$ cat config.mk
export PLATFORM = sky130hd
export DESIGN_NAME = intc_core
export DESIGN_NICKNAME = d
export VERILOG_FILES = /design/src/rtl/intc_pkg.sv /design/src/rtl/intc_prio.sv /design/src/rtl/intc_init.sv /design/src/rtl/intc_core.sv
export SDC_FILE = /design/constraint.sdc
export NUM_CORES = 1
export LEC_CHECK = 0
export BUFFER_PORTS_ARGS = -buffer_cell sky130_fd_sc_hd__buf_4
export CAP_MARGIN = 40
export CORE_MARGIN = 3
export CORE_UTILIZATION = 30
export CTS_BUF_LIST = sky130_fd_sc_hd__clkbuf_16
export CTS_CLUSTER_SIZE = 8
export DETAILED_ROUTE_END_ITERATION = 6
export RECOVER_POWER = 100
export REMOVE_ABC_BUFFERS = 1
export SYNTH_ARGS = -nofsm -noshare
export SYNTH_HDL_FRONTEND = slang
export SYNTH_SLANG_ARGS = --single-unit
export TNS_END_PERCENT = 30
$ cat constraint.sdc
create_clock -name clk -period 4.8 [get_ports clk]
set_clock_uncertainty 0.15 [all_clocks]
set_input_delay 0.96 -clock clk [delete_from_list [all_inputs] [get_ports clk]]
set_output_delay 0.96 -clock clk [all_outputs]
set_load 0.02 [all_outputs]
$ cat src/rtl/intc_pkg.sv
package intc_pkg;
    parameter int INTC_N  = 8;
    parameter int INTC_IW = $clog2(INTC_N);

    typedef enum logic [2:0] {
        ST_IDLE, ST_BASE, ST_CASC, ST_MODE, ST_RUN
    } init_st_e;

    typedef struct packed {
        init_st_e          st;
        logic              want_mode;
        logic              single;
        logic              level;
        logic              auto_eoi;
        logic [7:0]        base;
        logic [INTC_N-1:0] casc;
    } cfg_t;

    typedef struct packed {
        logic [INTC_N-1:0] irr;
        logic [INTC_N-1:0] isr;
        logic [INTC_N-1:0] mask;
        logic [INTC_N-1:0] prev;
    } core_t;
endpackage

$ cat src/rtl/intc_prio.sv
module intc_prio #(
    parameter int N  = 8,
    parameter int IW = $clog2(N)
) (
    input  logic [N-1:0]  bits,
    output logic          any,
    output logic [IW-1:0] idx
);
    always_comb begin
        any = |bits;
        idx = '0;
        for (int i = N - 1; i >= 0; i--) begin
            if (bits[i]) idx = IW'(i);
        end
    end
endmodule

$ cat src/rtl/intc_init.sv
module intc_init
    import intc_pkg::*;
(
    input  logic       clk,
    input  logic       rst_n,
    input  logic       start,
    input  logic       data_wr,
    input  logic [7:0] wdata,
    output cfg_t       cfg
);
    cfg_t cfg_d, cfg_q;

    always_comb begin
        cfg_d = cfg_q;
        if (start) begin
            cfg_d.st        = ST_BASE;
            cfg_d.want_mode = wdata[0];
            cfg_d.single    = wdata[1];
            cfg_d.level     = wdata[3];
            cfg_d.auto_eoi  = 1'b0;
        end else if (data_wr) begin
            case (cfg_q.st)
                ST_BASE: begin
                    cfg_d.base = wdata;
                    if (!cfg_q.single)        cfg_d.st = ST_CASC;
                    else if (cfg_q.want_mode) cfg_d.st = ST_MODE;
                    else                      cfg_d.st = ST_RUN;
                end
                ST_CASC: begin
                    cfg_d.casc = wdata[INTC_N-1:0];
                    cfg_d.st   = cfg_q.want_mode ? ST_MODE : ST_RUN;
                end
                ST_MODE: begin
                    cfg_d.auto_eoi = wdata[1];
                    cfg_d.st       = ST_RUN;
                end
                default: ;
            endcase
        end
    end

    always_ff @(posedge clk or negedge rst_n) begin
        if (!rst_n) cfg_q <= '0;
        else        cfg_q <= cfg_d;
    end

    assign cfg = cfg_q;
endmodule

$ cat src/rtl/intc_core.sv
module intc_core
    import intc_pkg::*;
(
    input  logic               clk,
    input  logic               rst_n,
    input  logic               slave_mode,
    input  logic               wr_en,
    input  logic               addr,
    input  logic [7:0]         wdata,
    output logic [7:0]         rdata,
    input  logic [INTC_N-1:0]  irq_in,
    output logic               int_out,
    input  logic               ack,
    input  logic [INTC_IW-1:0] cas_in,
    output logic               vec_valid,
    output logic [7:0]         vector,
    output logic [INTC_IW-1:0] cas_out
);
    localparam int N  = INTC_N;
    localparam int IW = INTC_IW;
    localparam logic [7:0] EOI_CODE = 8'h20;

    cfg_t  cfg;
    core_t core_d, core_q;

    logic          start, data_wr, eoi, run;
    logic          any_r, any_s, eligible, master_casc, id_ok, take;
    logic [IW-1:0] idx_r, idx_s;
    logic [N-1:0]  req, irr_eff, rise;
    logic [N-1:0]  mask_q, isr_q;

    assign start   = wr_en && !addr && wdata[4];
    assign data_wr = wr_en && addr;

    intc_init u_init (
        .clk     (clk),
        .rst_n   (rst_n),
        .start   (start),
        .data_wr (data_wr),
        .wdata   (wdata),
        .cfg     (cfg)
    );

    assign run     = (cfg.st == ST_RUN);
    assign eoi     = run && wr_en && !addr && (wdata == EOI_CODE);
    assign rise    = irq_in & ~core_q.prev;
    assign irr_eff = cfg.level ? irq_in : core_q.irr;
    assign req     = irr_eff & ~core_q.mask;

    intc_prio #(.N(N), .IW(IW)) u_req_pick (
        .bits (req),
        .any  (any_r),
        .idx  (idx_r)
    );

    intc_prio #(.N(N), .IW(IW)) u_isr_pick (
        .bits (core_q.isr),
        .any  (any_s),
        .idx  (idx_s)
    );

    assign eligible    = run && any_r && (!any_s || (idx_r < idx_s));
    assign master_casc = !slave_mode && !cfg.single && cfg.casc[idx_r];
    assign id_ok       = cfg.single || !slave_mode || (cas_in == cfg.casc[IW-1:0]);
    assign take        = ack && eligible && id_ok;

    always_comb begin
        core_d      = core_q;
        core_d.prev = irq_in;
        if (start) begin
            core_d.irr  = '0;
            core_d.isr  = '0;
            core_d.mask = '0;
        end else begin
            if (run && data_wr)  core_d.mask = wdata[N-1:0];
            if (run && !cfg.level) core_d.irr = core_q.irr | rise;
            if (eoi && any_s)    core_d.isr[idx_s] = 1'b0;
            if (take) begin
                if (!cfg.level)    core_d.irr[idx_r] = 1'b0;
                if (!cfg.auto_eoi) core_d.isr[idx_r] = 1'b1;
            end
        end
    end

    always_ff @(posedge clk or negedge rst_n) begin
        if (!rst_n) core_q <= '0;
        else        core_q <= core_d;
    end

    assign mask_q    = core_q.mask;
    assign isr_q     = core_q.isr;
    assign int_out   = eligible;
    assign vec_valid = take && !master_casc;
    assign vector    = vec_valid ? (cfg.base + 8'(idx_r)) : 8'h00;
    assign cas_out   = (take && master_casc) ? idx_r : '0;
    assign rdata     = addr ? 8'(core_q.mask) : 8'(core_q.isr);
endmodule

## After elaboration in Yosys (flattened, before gate mapping)

Index checks and enable logic that the tools add are counted.
Widths: inputs -> output; s select.

- Bits of input ports: 25
- Logic and storage cells: 117
- Output and inout bits: 21
- Register bits after elaboration: 55

- Bitwise logic cells: 11
- Reduce and logical (&&, ||, !) cells: 38
- $lt $le $gt $ge: 5
- Equal/unequal tests: 6
- $add $sub $neg: 1
- Multiplexer cells: 45

Operators by type and width:

| kind | count |
|---|---|
| $mux 8 | 12 |
| $mux 3 | 21 |
| $and 8x8->8 | 4 |
| $not 8->8 | 4 |
| $mux 24 | 1 |
| $logic_and 1x1->1 | 19 |
| $mux 17 | 1 |
| $mux 16 | 1 |
| $or 8x8->8 | 2 |
| $reduce_or 8->1 | 2 |
| $pmux 3 s3 | 1 |
| $add 8x3->8 | 1 |
| $eq 8x6->1 const B | 1 |
| $lt 3x4->1 const B | 2 |
| $demux 1 s3 | 2 |
| $eq 3x2->1 const B | 2 |
| $ge 3x1->1 const B | 2 |
| $logic_not 1->1 | 6 |
| $reduce_and 3->1 | 2 |
| $reduce_bool 2->1 | 3 |
| $mux 1 | 5 |
| $reduce_and 2->1 | 2 |
| $reduce_bool 4->1 | 1 |
| $bmux 1 s3 | 1 |
| other kinds (6) | 8 |

## Logic depth before layout (Yosys ltp)

- Word-level depth: 20
- Mapped depth: 13
- Mapped depth without buffers: 10

## Modules after synthesis

A second synthesis with hierarchy kept.

- Cells, all modules: 312
- Area total of the unflattened synthesis: 3195.6 um^2

By module, submodules not included:

| module | cells an instance | instances | sequential area each (um^2) | area an instance (um^2) |
|---|---|---|---|---|
| intc_core | 219 | 1 | 800.8 | 2060.7 |
| intc_init | 67 | 1 | 575.6 | 972.2 |
| intc_prio | 13 | 2 | 0.0 | 81.3 |

## Worst setup path before layout

No wires, ideal clock.

- Kind: input -> output
- Start point: input port irq_in[6]
- End point: output port vector[7]
- Buffers on the path: 1
- Setup slack: 0.041 ns
- Arrival: 3.649 ns
- Data required time: 3.690 ns
- Cell stages on the path: 11
- Cell sequence: mux2_4 a211oi_2 o211ai_2 a21oi_2 clkbuf_1 ha_1 o21a_1 o311a_1 nor2_1 or3_1 a211oi_1

- Longest elaborated chain between the ends: 16
- Elaborated cells between the ends (all ways): 23
- Classes of those cells: 1 x add/sub; 1 x order compare; 11 x mux; 1 x bitwise; 9 x reduce/logical

Ends and longest elaborated chain:

| item | RTL line | RTL |
|---|---|---|
| start: declaration | intc_core.sv:11 | `input logic [INTC_N-1:0] irq_in,` |
| $mux 8 * | intc_core.sv:47 | `assign irr_eff = cfg.level ? irq_in : core_q.irr;` |
| $and 8x8->8 * | intc_core.sv:48 | `assign req = irr_eff & ~core_q.mask;` |
| $mux 3 (7 in series) | intc_prio.sv:13 | `if (bits[i]) idx = IW'(i);` |
| $lt 3x3->1 | intc_core.sv:62 | `assign eligible = run && any_r && (!any_s \|\| (idx_r < idx_s));` |
| $logic_or 1x1->1 | intc_core.sv:62 |  |
| $logic_and 1x1->1 | intc_core.sv:62 |  |
| $logic_and 1x1->1 (2 in series) | intc_core.sv:65 | `assign take = ack && eligible && id_ok;` |
| $logic_and 1x1->1 | intc_core.sv:93 | `assign vec_valid = take && !master_casc;` |
| $mux 8 * | intc_core.sv:94 | `assign vector = vec_valid ? (cfg.base + 8'(idx_r)) : 8'h00;` |
| end: declaration | intc_core.sv:16 | `output logic [7:0] vector,` |

Every way passes the cells marked *; elsewhere a longest branch is shown, timed or not. The select of a mux whose other input is x is not followed.

## Final worst setup path

- Start point: input port irq_in[7]
- End point: output port cas_out[2]

- Longest elaborated chain between the ends: 17
- Elaborated cells between the ends (all ways): 22
- Classes of those cells: 1 x order compare; 12 x mux; 1 x bitwise; 8 x reduce/logical

Ends and longest elaborated chain:

| item | RTL line | RTL |
|---|---|---|
| $mux 8 * | intc_core.sv:47 |  |
| $and 8x8->8 * | intc_core.sv:48 |  |
| $mux 3 (8 in series) | intc_prio.sv:13 |  |
| $lt 3x3->1 | intc_core.sv:62 |  |
| $logic_or 1x1->1 | intc_core.sv:62 |  |
| $logic_and 1x1->1 | intc_core.sv:62 |  |
| $logic_and 1x1->1 (2 in series) | intc_core.sv:65 |  |
| $logic_and 1x1->1 | intc_core.sv:95 | `assign cas_out = (take && master_casc) ? idx_r : '0;` |
| $mux 3 * | intc_core.sv:95 |  |
| end: declaration | intc_core.sv:17 | `output logic [INTC_IW-1:0] cas_out` |

Marks and branches as above.

==> flow_summary.json <==
{
  "via_per_inst": 5.52,
  "fmax_ghz": 0.218,
  "grt_max_degree": 56,
  "die_x_um": 111,
  "synth_seq_cells": 55,
  "tightestPinTransition_ns": 2.97,
  "crit_path_start_kind": "input pin",
  "cts_root_buffer": "clkbuf_16",
  "power_mw": 2.20,
  "drc": 0,
  "cts_tree": "yes",
  "rows": 37,
  "syn_area_per_cell_sq_um": 10.3,
  "finalNetCount": 394,
  "syn_area_sq_um": 3310,
  "rrSetupSlack_ns": 1.53,
  "clock_latency_ns": 0.29,
  "synthTopCellsByArea": "dfrtp_1 (42%), mux2_2 (8.9%), nand2_1 (4.2%)",
  "holdCritPathClass": "flop to flop",
  "dpl-instance-area_sq_um": 3770,
  "synth-async-reset-ratio_pct": 100,
  "cts_buffers": 5,
  "ys_warn_count": 0,
  "rsz0062_at_grt": "false",
  "power_density_nw_per_um2": 581,
  "hold_buffers": 0,
  "path_class": "input pin to output port",
  "hold_viol": 0,
  "antenna_found_initial": 0,
  "finalCritPeriodShare_pct": 95.5,
  "gp_congestion": 0.881,
  "status": "complete, but fails checks",
  "end_kind": "output port",
  "synth.largest_area_cell": "dfrtp_1",
  "crit_arrival_ns": 3.47,
  "clkTransAtPathRegs_ns": 0.07,
  "antenna_cells": 0,
  "wirelength_um": 9030,
  "synth_cell_types": 65,
  "grt_usage_pct": 14.7,
  "postRouteAntennaNets": 0,
  "dr.pass1.iters": 5,
  "io_buffers": 45,
  "synth_edf_count": 0,
  "setup_viol": 0,
  "htreeDepth": 2,
  "min_period_ns": 4.58,
  "grt_pass1_wl_um": 14700,
  "start_util_pct": 31.5,
  "slew_violations": 65,
  "die_y_um": 111,
  "drive_gt1_share_pct": 21.9,
  "wl_per_cell_um": 18.0,
  "placed_cells": 494,
  "slew_headroom_pct": -97.8,
  "worstPathMaxFanout": 4,
  "synth_common_cells": "dfrtp_1 (55), nand2_1 (37), mux2_2 (26), o21ai_0 (19), nor2_1 (18)",
  "postSynthCellCount": 321,
  "critPathRequiredTime_ns": 3.69,
  "setup_tns_ns": 0,
  "num_vias": 2773,
  "p_leak_nw": 1.56,
  "die_area_sq_um": 12300,
  "violations": "max-capacitance violations, max-slew violations",
  "core_area_sq_um": 10500,
  "synth_top_area_share_pct": 41.6,
  "grt_pass1_vias": 2821,
  "yosysMostFrequentCell": "dfrtp_1",
  "irDropWorstVdd_mv": 0.226,
  "ys_seq_area_share_pct": 41.6,
  "syn_to_final_growth_pct": 14.5,
  "ios": 46,
  "cts_sinks": 55,
  "drt_iter0_drc": 182,
  "final_cell_area_sq_um": 3780,
  "gr-total-overflow": 0,
  "fin_cells": 502,
  "cts_buffer_depth": 2,
  "hpwlAfterDp_um": 6900,
  "synth_flop_cell": "dfrtp_1",
  "maxCapViolations": 2
}
[state kept, by name, indices dropped and copies added (netlist names)]
register and flops:
mask_q 8, u_init.cfg 23, isr_q 8, core_q 16
[through the flow]
step           utilization, %  hold WS (ns)  setup slack, ns
2_1_floorplan               -         0.306           0.0648
3_3_place_gp             35.8         0.346            0.313
3_5_place_dp             35.9         0.348            0.301
4_1_cts                  37.2         0.366            0.154
5_1_grt                  36.0         0.381            0.111
6_report                 36.0         0.364            0.217
[power breakdown]
| part | switching [mW] | leakage [nW] | internal, mW | total, mW |
|---|---|---|---|---|
| Sequential | 0.175 | 0.702 | 0.604 | 0.779 |
| Clock | 0.163 | 0.0726 | 0.191 | 0.354 |
| Combinational | 0.607 | 0.790 | 0.459 | 1.07 |
| Total | 0.945 | 1.56 | 1.25 | 2.20 |
[cell usage in the layout (no fill, tap or decap), types with 7 or more instances in the layout]
master and instances:
dfrtp_1 54, nand2_1 37, clkbuf_1 26, mux2_2 25, buf_4 25, o21ai_0 19
nor2_1 18, inv_1 14, nor3_1 11, o211ai_1 8, a31oi_1 8, mux2i_1 7
nand3_1 7
[critical path, stage by stage]
cell and delay, ns:
clkbuf_1 0.09, mux2i_1 0.27, a2bb2o_4 0.26, nor2_1 0.14, nor3_1 0.10, ha_1 0.22
a21o_1 0.19, a211oi_4 0.26, o221ai_1 0.20, nor4bb_1 0.48, clkbuf_1 0.29
[kinds of logic after synthesis]
family                   count (synthesis)  synth area share, %
XOR/XNOR                                 7                 1.85
buffers and inverters                   27                 4.20
flip-flops                              55                 41.6
adder cells (fa/ha/maj)                  4                 1.51
AO/OA/AOI/OAI                           87                 21.5
AND/OR/NAND/NOR                        106                 17.4
multiplexers                            35                 11.8
[what timing repair did]
| action | in CTS | in global routing |
|---|---|---|
| gates resized for setup | 0 | 1 |
| setup buffers | 0 | 0 |
| setup endpoints to repair | 0 | 3 |
[path summary, 6_finish.rpt]
kind                                start              to  depth (start not counted)
min reg2reg                u_init.cfg[19]  u_init.cfg[19]                          2
max                             irq_in[7]      cas_out[2]                         11
max reg2reg                u_init.cfg[17]      core_q[28]                         10
max in group asynchronous           rst_n  u_init.cfg[17]                          1
min in group asynchronous           rst_n       core_q[7]                          1
min                        u_init.cfg[19]  u_init.cfg[19]                          2
[routing by layer]
layer | up-vias | global-route usage [%] | wire length [um]
met5 | - | 0 | 0
met4 | 0 | 4.27 | 130
met3 | 17 | 2.51 | 473
met2 | 84 | 24.1 | 4370
met1 | 1386 | 19.9 | 4050
li1 | 1286 | - | -
[final cells by class]
cell class	count	area, sq um
fillers	1080	6730
clock inverters	3	16.3
flip-flops and latches	55	1380
inverters	13	48.8
multi-input cells	239	1760
repair buffers	51	285
well taps	136	170
clock buffers	5	125
Power figures use the tool's default switching activity.
